<file path="config.mk">
export PLATFORM = sky130hd
export DESIGN_NAME = ph_regulator
export DESIGN_NICKNAME = d
export VERILOG_FILES = /design/src/rtl/ph_pkg.sv /design/src/rtl/ph_interval_timer.sv /design/src/rtl/ph_chop_fsm.sv /design/src/rtl/ph_regulator.sv
export SDC_FILE = /design/constraint.sdc
export NUM_CORES = 1
export LEC_CHECK = 0
export ABC_AREA = 1
export CORE_ASPECT_RATIO = 1.25
export CORE_MARGIN = 4
export CORE_UTILIZATION = 55
export CTS_CLUSTER_DIAMETER = 100
export CTS_CLUSTER_SIZE = 30
export DETAILED_ROUTE_END_ITERATION = 7
export DONT_BUFFER_PORTS = 1
export PLACE_DENSITY = 0.7
export REMOVE_ABC_BUFFERS = 1
export SYNTH_ARGS = -nofsm -noshare
export SYNTH_HDL_FRONTEND = slang
export SYNTH_HIERARCHICAL = 1
export SYNTH_SLANG_ARGS = --single-unit
</file>
<file path="constraint.sdc">
create_clock -name clk -period 3.73 [get_ports clk]
set_clock_uncertainty 0.15 [all_clocks]
set_input_delay 1.119 -clock clk [delete_from_list [all_inputs] [get_ports clk]]
set_output_delay 1.119 -clock clk [all_outputs]
set_load 0.005 [all_outputs]
</file>
<file path="src/rtl/ph_pkg.sv">
package ph_pkg;

  typedef enum logic [2:0] {
    ST_IDLE,
    ST_SWITCH,
    ST_PK_ON,
    ST_PK_OFF,
    ST_HD_ON,
    ST_HD_OFF
  } ph_state_e;

  function automatic logic state_closes_gate(ph_state_e s);
    return (s == ST_SWITCH) || (s == ST_PK_ON) || (s == ST_HD_ON);
  endfunction

  function automatic logic state_is_hold(ph_state_e s);
    return (s == ST_HD_ON) || (s == ST_HD_OFF);
  endfunction

endpackage

</file>
<file path="src/rtl/ph_interval_timer.sv">
module ph_interval_timer #(
  parameter int TICK_DIV = 50,
  parameter int CNT_W    = 12
) (
  input  logic             clk,
  input  logic             rst,
  input  logic             load,
  input  logic             clear,
  input  logic [CNT_W-1:0] ticks,
  output logic             fin
);

  localparam int PRE_W = (TICK_DIV > 1) ? $clog2(TICK_DIV) : 1;
  localparam logic [PRE_W-1:0] PRE_LAST = PRE_W'(TICK_DIV - 1);

  logic             running;
  logic [PRE_W-1:0] pre;
  logic [CNT_W-1:0] left;
  logic             tick;

  assign tick = running && (pre == PRE_LAST);
  assign fin  = tick && (left == CNT_W'(1));

  always_ff @(posedge clk) begin
    if (rst || clear) begin
      running <= 1'b0;
      pre     <= '0;
      left    <= '0;
    end else if (load) begin
      running <= (ticks != '0);
      pre     <= '0;
      left    <= ticks;
    end else if (tick) begin
      pre  <= '0;
      left <= left - CNT_W'(1);
      if (left == CNT_W'(1)) running <= 1'b0;
    end else if (running) begin
      pre <= pre + PRE_W'(1);
    end
  end

endmodule

</file>
<file path="src/rtl/ph_chop_fsm.sv">
module ph_chop_fsm
  import ph_pkg::*;
(
  input  logic      clk,
  input  logic      rst,
  input  logic      chan_en,
  input  logic      mode_ph,
  input  logic      cmp_hi,
  input  logic      pt_zero,
  input  logic      pk_fin,
  input  logic      off_fin,
  output ph_state_e st_nx,
  output logic      pk_load,
  output logic      off_load,
  output logic      tmr_clr
);

  ph_state_e st;

  always_comb begin
    st_nx    = st;
    pk_load  = 1'b0;
    off_load = 1'b0;
    tmr_clr  = !chan_en;
    if (!chan_en) begin
      st_nx = ST_IDLE;
    end else begin
      case (st)
        ST_IDLE: begin
          if (!mode_ph)     st_nx = ST_SWITCH;
          else if (pt_zero) st_nx = ST_HD_ON;
          else begin
            st_nx   = ST_PK_ON;
            pk_load = 1'b1;
          end
        end
        ST_SWITCH: st_nx = ST_SWITCH;
        ST_PK_ON: begin
          if (cmp_hi) begin
            off_load = 1'b1;
            st_nx    = pk_fin ? ST_HD_OFF : ST_PK_OFF;
          end else if (pk_fin) begin
            st_nx = ST_HD_ON;
          end
        end
        ST_PK_OFF: begin
          if (off_fin)     st_nx = pk_fin ? ST_HD_ON : ST_PK_ON;
          else if (pk_fin) st_nx = ST_HD_OFF;
        end
        ST_HD_ON: begin
          if (cmp_hi) begin
            off_load = 1'b1;
            st_nx    = ST_HD_OFF;
          end
        end
        ST_HD_OFF: begin
          if (off_fin) st_nx = ST_HD_ON;
        end
        default: st_nx = ST_IDLE;
      endcase
    end
  end

  always_ff @(posedge clk) begin
    if (rst) st <= ST_IDLE;
    else     st <= st_nx;
  end

endmodule

</file>
<file path="src/rtl/ph_regulator.sv">
module ph_regulator
  import ph_pkg::*;
#(
  parameter int TICK_DIV  = 50,
  parameter int OFF_UNIT  = 100,
  parameter int PEAK_UNIT = 240,
  parameter int OFF_W     = 2,
  parameter int PT_W      = 4,
  parameter int CODE_W    = 4
) (
  input  logic              clk,
  input  logic              rst,
  input  logic              chan_en,
  input  logic              mode_ph,
  input  logic              cmp_hi,
  input  logic [CODE_W-1:0] peak_code,
  input  logic [CODE_W-1:0] hold_code,
  input  logic [PT_W-1:0]   peak_time,
  input  logic [OFF_W-1:0]  off_time,
  output logic              gate_on,
  output logic [CODE_W-1:0] thr_code
);

  localparam int PK_CNT_W  = $clog2(((1 << PT_W) - 1) * PEAK_UNIT + 1);
  localparam int OFF_CNT_W = $clog2((1 << OFF_W) * OFF_UNIT + 1);

  ph_state_e            st_nx;
  logic                 pk_load, off_load, tmr_clr;
  logic                 pk_fin, off_fin;
  logic [PK_CNT_W-1:0]  pk_ticks;
  logic [OFF_CNT_W-1:0] off_ticks;
  logic                 pt_zero;

  assign pt_zero   = (peak_time == '0);
  assign pk_ticks  = PK_CNT_W'(peak_time) * PK_CNT_W'(PEAK_UNIT);
  assign off_ticks = (OFF_CNT_W'(off_time) + OFF_CNT_W'(1)) * OFF_CNT_W'(OFF_UNIT);

  ph_chop_fsm u_fsm (
    .clk      (clk),
    .rst      (rst),
    .chan_en  (chan_en),
    .mode_ph  (mode_ph),
    .cmp_hi   (cmp_hi),
    .pt_zero  (pt_zero),
    .pk_fin   (pk_fin),
    .off_fin  (off_fin),
    .st_nx    (st_nx),
    .pk_load  (pk_load),
    .off_load (off_load),
    .tmr_clr  (tmr_clr)
  );

  ph_interval_timer #(.TICK_DIV(TICK_DIV), .CNT_W(PK_CNT_W)) u_pk_tmr (
    .clk   (clk),
    .rst   (rst),
    .load  (pk_load),
    .clear (tmr_clr),
    .ticks (pk_ticks),
    .fin   (pk_fin)
  );

  ph_interval_timer #(.TICK_DIV(TICK_DIV), .CNT_W(OFF_CNT_W)) u_off_tmr (
    .clk   (clk),
    .rst   (rst),
    .load  (off_load),
    .clear (tmr_clr),
    .ticks (off_ticks),
    .fin   (off_fin)
  );

  always_ff @(posedge clk) begin
    if (rst) begin
      gate_on  <= 1'b0;
      thr_code <= '0;
    end else begin
      gate_on  <= state_closes_gate(st_nx);
      thr_code <= state_is_hold(st_nx) ? hold_code : peak_code;
    end
  end

endmodule

</file>
# Word-level counts from Yosys, hierarchy flattened
# Cells that the tools add are included.
[op_classes]
n_addsub = 5
mul = 2
n_eq_ne = 13
muxes = 30
reduce_logical = 24
[op_table]
columns = ["op", "count"]
rows = [
  ["$mux W3", 11],
  ["$mux W12", 2],
  ["$mux W9", 2],
  ["$pmux W3 S6", 1],
  ["$mux W1", 13],
  ["$add A6 B1 Y6 const B", 2],
  ["$eq A12 B1 Y1 const B", 1],
  ["$eq A3 B3 Y1 const B", 4],
  ["$eq A6 B6 Y1 const B", 2],
  ["$reduce_bool A12 Y1", 1],
  ["$sub A12 B1 Y12 const B", 1],
  ["$eq A3 B2 Y1 const B", 3],
  ["$eq A9 B1 Y1 const B", 1],
  ["$reduce_bool A9 Y1", 1],
  ["$sub A9 B1 Y9 const B", 1],
  ["$mul A4 B4 Y8 const B", 1],
  ["$reduce_bool A2 Y1", 4],
  ["$mul A3 B5 Y7 const B", 1],
  ["$eq A3 B1 Y1 const B", 2],
  ["$reduce_or A2 Y1", 3],
  ["$reduce_or A3 Y1", 2],
  ["$logic_and A1 B1 Y1", 4],
  ["$logic_not A4 Y1", 1],
  ["$logic_or A1 B1 Y1", 4],
  ["other kinds (5)", 6],
]
[totals]
register_bits = 43
inputBits = 19
output_inout_bits = 5
elab_cells = 85

# Longest topological paths before layout
[logic_depth]
depth_word = 10
ltp_mapped = 19
ltp_nobuf = 19

# Modules after synthesis
# Netlist, hierarchy kept.
[by_module_without_submodules]
columns = ["module", "instances", "cells_each", "area_per_inst_um2", "seq_area_each_um2"]
rows = [
  ["ph_interval_timer at u_pk_tmr", 1, 193, 1229.9, 380.4],
  ["ph_interval_timer at u_off_tmr", 1, 155, 1028.5, 320.3],
  ["ph_regulator", 1, 85, 681.9, 100.1],
  ["ph_chop_fsm", 1, 40, 226.5, 60.1],
]

# Least setup slack after synthesis
# OpenSTA, ideal clock, no wires.
[synth_path]
kind = "input port to flip-flop"
startpoint = "in peak_time[0]"
endpoint = "reg u_pk_tmr.running"
setup_ns = 0.132
t_arrival_ns = 3.177
t_required_ns = 3.448
path_slack_ns = 0.271
cell_stages = 10
n_path_buf = 0
path_cell_list = "fa_1 fa_1 fa_1 nand3_1 nand2_1 xor2_1 nor2_1 nand2_1 o21ai_0 a21oi_1"
[synth_between]
word_cells_on_any_way = 11
cone_classes = "mul: 1; mux: 5; reduce/logical: 5"
[synth_rtl]
columns = ["element", "line_no", "source"]
rows = [
  ["start, declared", "ph_regulator.sv:18", "input logic [PT_W-1:0] peak_time,"],
  ["$mul A4 B4 Y8", "ph_regulator.sv:35", "assign pk_ticks = PK_CNT_W'(peak_time) * PK_CNT_W'(PEAK_UNIT);"],
  ["via pk_ticks[10]", "ph_regulator.sv:30", "logic [PK_CNT_W-1:0] pk_ticks;"],
  ["$reduce_bool A12 Y1", "ph_interval_timer.sv:30", "running <= (ticks != '0);"],
  ["$mux W1", "ph_interval_timer.sv:29", "end else if (load) begin"],
  ["end signal, assigned", "ph_interval_timer.sv:30", ""],
  ["end, declared", "ph_interval_timer.sv:16", "logic running;"],
]
# The timed path passes the listed nets, and every way through them passes these cells.
# A chain may end at the register's enable or synchronous reset.

# Worst setup path after layout
[layout_path]
startpoint = "in peak_time[1]"
endpoint = "reg u_pk_tmr.running"
# Same word-level chain as after synthesis.

==> flow_metrics.env <==
export IMPL_status="finished clean"
export IMPL_p_int_mw=0.679
export IMPL_grt_max_degree=16
export IMPL_antenna_found_initial=0
export IMPL_ir_worst_vdd_mv=0.157
export IMPL_path_cells="inv_1, fa_1, inv_1, ha_1, ha_1, nand2_1, nand2_1, nand2_1, nand3_2, nand2_1, nand2_1, nor2_1, nand2_1, o21ai_0, a21oi_1"
export IMPL_fp_dieArea_sq_um=7040
export IMPL_drive_above_1_share_pct=10.8
export IMPL_core_area_sq_um=5520
export IMPL_worstHoldStart="u_off_tmr/left[1]"
export IMPL_leakage_nw=1.51
export IMPL_ios=24
export IMPL_clk_pin_slew_worst_paths_ns=0.08
export IMPL_cpLargestDelayFamily="adder cells"
export IMPL_slowest_delay_ns=0.55
export IMPL_hold_end="u_off_tmr/left[1]"
export IMPL_worst_path_stages=15
export IMPL_cts_buffer_depth=2
export IMPL_hpwlAfterDp_mm=5.11
export IMPL_die_h_microns=92.8
export IMPL_gp_congestion=0.904
export IMPL_die_w_microns=75.9
export IMPL_pre_cts_slack_ns=0.157
export IMPL_ant_nets=0
export IMPL_crit_top_cell="nand2_1"
export IMPL_grt_overflow=0
export IMPL_netlist_area_sq_um=3170
export IMPL_holdPathStages=2
export IMPL_cts_tree="yes"
export IMPL_routed_wl_mm=6.24
export IMPL_fin_setup_tns_ns=0
export IMPL_rr_startpoint="u_off_tmr/pre[0]"
export IMPL_row_count=30
export IMPL_power_density_nw_per_um2=292
export IMPL_min_period_ns=3.34
export IMPL_num_vias=2860
export IMPL_swShare_pct=31.1
export IMPL_detail_route_iter0_violations=126
export IMPL_insertion_delay_ns=0.30
export IMPL_cts_sinks=43
export IMPL_ys_types=35
export IMPL_fmax_ghz=0.300
export IMPL_grt_pass1_vias=2732
export IMPL_crit_buf_inv=2
export IMPL_min_period_over_period_pct=89.5
export IMPL_r2r_end="thr_code[2]"
export IMPL_grt_pass1_wl_mm=11.1
export IMPL_cp_required_ns=3.75
export IMPL_drc=0
export IMPL_start_kind="input pin"
export IMPL_maxSlewViolCount=0
export IMPL_min_path_type="reg2reg"
export IMPL_place_area_sq_um=3280
export IMPL_drtPass1Iterations=4
export IMPL_hold_violations=0
export IMPL_fin_ws_ns=0.392
export IMPL_fin_nets=537
export IMPL_syn_inst=473
export IMPL_endpoint_kind="flop"
export IMPL_crit_type="in2reg"
export IMPL_cts_max_level=2
export IMPL_synth_seq_cells=43
export IMPL_vias_per_cell=5.16
export IMPL_post_cts_buffers=0
export IMPL_utilization_pct=61.2
export IMPL_diodes=0
export IMPL_slowest_stage="fa_1"
export IMPL_rsz0062_at_grt="false"
export IMPL_cp_arrival_ns=3.35
export IMPL_cts_buffers=5
export IMPL_p_switching_mw=0.307
export IMPL_yosysWarnings=6
export IMPL_worstRegToRegCells=18
export IMPL_combPwrFrac_pct=20.8
export IMPL_rrSetupSlack_ns=1.56
export IMPL_final_area_sq_um=3370
export IMPL_root_buffer="clkbuf_8"
export IMPL_syn_area_per_cell_sq_um=6.70
export IMPL_maxCapViolCount=0
export IMPL_cts_hold_buffers_added=0
export IMPL_clkPwrFrac_pct=30.7
export IMPL_holdWs_ns=0.337
export IMPL_synth_seq_area_share_pct=27.2
export IMPL_grt_usage_pct=19.7
export IMPL_start_util_pct=57.4
export IMPL_port_buffer_count=0
export IMPL_wl_per_cell_microns=11.3
export IMPL_pwr_share_seq_pct=48.5
export IMPL_cts_resized=0
export IMPL_syn2layout_area_growth_pct=6.56
export IMPL_cp_max_fo=5
export IMPL_final_setup_viol_count=0
-- stage by stage --
step	total power, mW	std cells
after CTS	0.999	554
after floorplan	0.653	481
final	0.986	554
after detailed placement	0.693	546
after global placement	0.691	546
after global routing	1.05	554
-- flip-flops by register name (all words and copies together), names as in the netlist, 3 cells and up --
name	cells
u_off_tmr/pre	6
u_off_tmr/left	9
u_pk_tmr/pre	6
u_pk_tmr/left	12
u_fsm/st	3
thr_code	4
-- metal layers --
metal  track usage, %  part of all wire (%)
met4             8.45                   2.6
met5                0                     0
met1             22.0                    43
met2             34.5                    52
met3             4.34                   2.3
-- Yosys cell counts --
cell / n / area, sq um
a21oi_1: 23 / 115
a21oi_2: 2 / 17.5
a31oi_1: 3 / 18.8
buf_2: 2 / 10.0
clkbuf_1: 1 / 3.75
conb_1: 1 / 3.75
dfxtp_1: 43 / 861
fa_1: 5 / 100
ha_1: 24 / 300
inv_1: 63 / 236
inv_2: 8 / 30.0
inv_4: 1 / 6.26
nand2_1: 109 / 409
nand2_2: 8 / 50.1
nand2_4: 1 / 11.3
nand3_1: 37 / 185
nand3_2: 2 / 20.0
nand3_4: 2 / 35.0
nand3b_1: 1 / 7.51
nand4_1: 6 / 37.5
nor2_1: 66 / 248
nor2_2: 8 / 50.1
nor2_4: 5 / 56.3
nor3_1: 6 / 30.0
nor3_2: 3 / 30.0
nor3b_1: 1 / 7.51
nor3b_2: 1 / 12.5
nor4_1: 1 / 6.26
o21ai_0: 18 / 90.1
o21bai_1: 2 / 15.0
or2_0: 1 / 6.26
or2_1: 1 / 6.26
or2_2: 3 / 18.8
xnor2_1: 6 / 52.6
xor2_1: 9 / 78.8
-- worst register-to-register path, delay by kind of cell (launching register included) --
family	cells	cell delay [ns]
buffers and inverters	4	0.25
and+or+nand+nor	13	1.10
adders and majority gates	1	0.16
DFF	1	0.40
-- worst max-delay path by stage --
stage	startpoint	end	slack [ns]
finish	peak_time[1]	u_pk_tmr/running	0.39
global placement	peak_time[0]	u_pk_tmr/running	0.20
floorplan	peak_time[0]	u_pk_tmr/running	0.28
CTS	peak_time[1]	u_pk_tmr/running	0.43
global route	peak_time[1]	u_pk_tmr/running	0.20
detailed placement	peak_time[0]	u_pk_tmr/running	0.16
-- kinds of logic (layout without fill, tap and decap cells) --
logic type,after synthesis,after routing,synth area share [%]
DFF,43,43,27.2
AOI/OAI and AO/OA,48,48,8.10
adders and majority gates,29,29,12.6
buffers and inverters,75,81,9.05
other,1,12,0.118
and+or+nand+nor,262,262,38.8
xor gates and xnor gates,15,15,4.15
-- cell usage in the layout (no fill, tap or decap), drive strengths merged --
| cell | netlist | routed |
|---|---|---|
| fa | 5 | 5 |
| nor3b | 2 | 2 |
| nand3b | 1 | 1 |
| nand2 | 118 | 118 |
| nand3 | 41 | 41 |
| xnor2 | 6 | 6 |
| xor2 | 9 | 9 |
| or2 | 5 | 5 |
| inv | 72 | 73 |
| conb | 1 | 12 |
| o21ai | 18 | 18 |
| buf | 2 | 1 |
| nor4 | 1 | 1 |
| nand4 | 6 | 6 |
| a31oi | 3 | 3 |
| a21oi | 25 | 25 |
| nor2 | 79 | 79 |
| ha | 24 | 24 |
| dfxtp | 43 | 43 |
| nor3 | 9 | 9 |
| clkinvlp | 0 | 2 |
| clkbuf | 1 | 5 |
| o21bai | 2 | 2 |
-- power groups by stage --
stage	clock network (mW)	logic, mW	registers, mW
6_report	0.302	0.205	0.478
5_1_grt	0.336	0.238	0.480
4_1_cts	0.316	0.205	0.479
3_5_place_dp	0	0.203	0.489
3_3_place_gp	0	0.201	0.489
2_1_floorplan	0	0.166	0.487
-- final cells by class --
class                           instances  area, sq um
Clock inverter                          3         23.8
Multi-Input combinational cell        366         2060
Fill cell                             531         2140
Clock buffer                            5         68.8
Sequential cell                        43          861
Tap cell                               64         80.1
Timing Repair Buffer                    1         7.51
Inverter                               72          273
No activity file was read; power rests on OpenSTA's default activity.
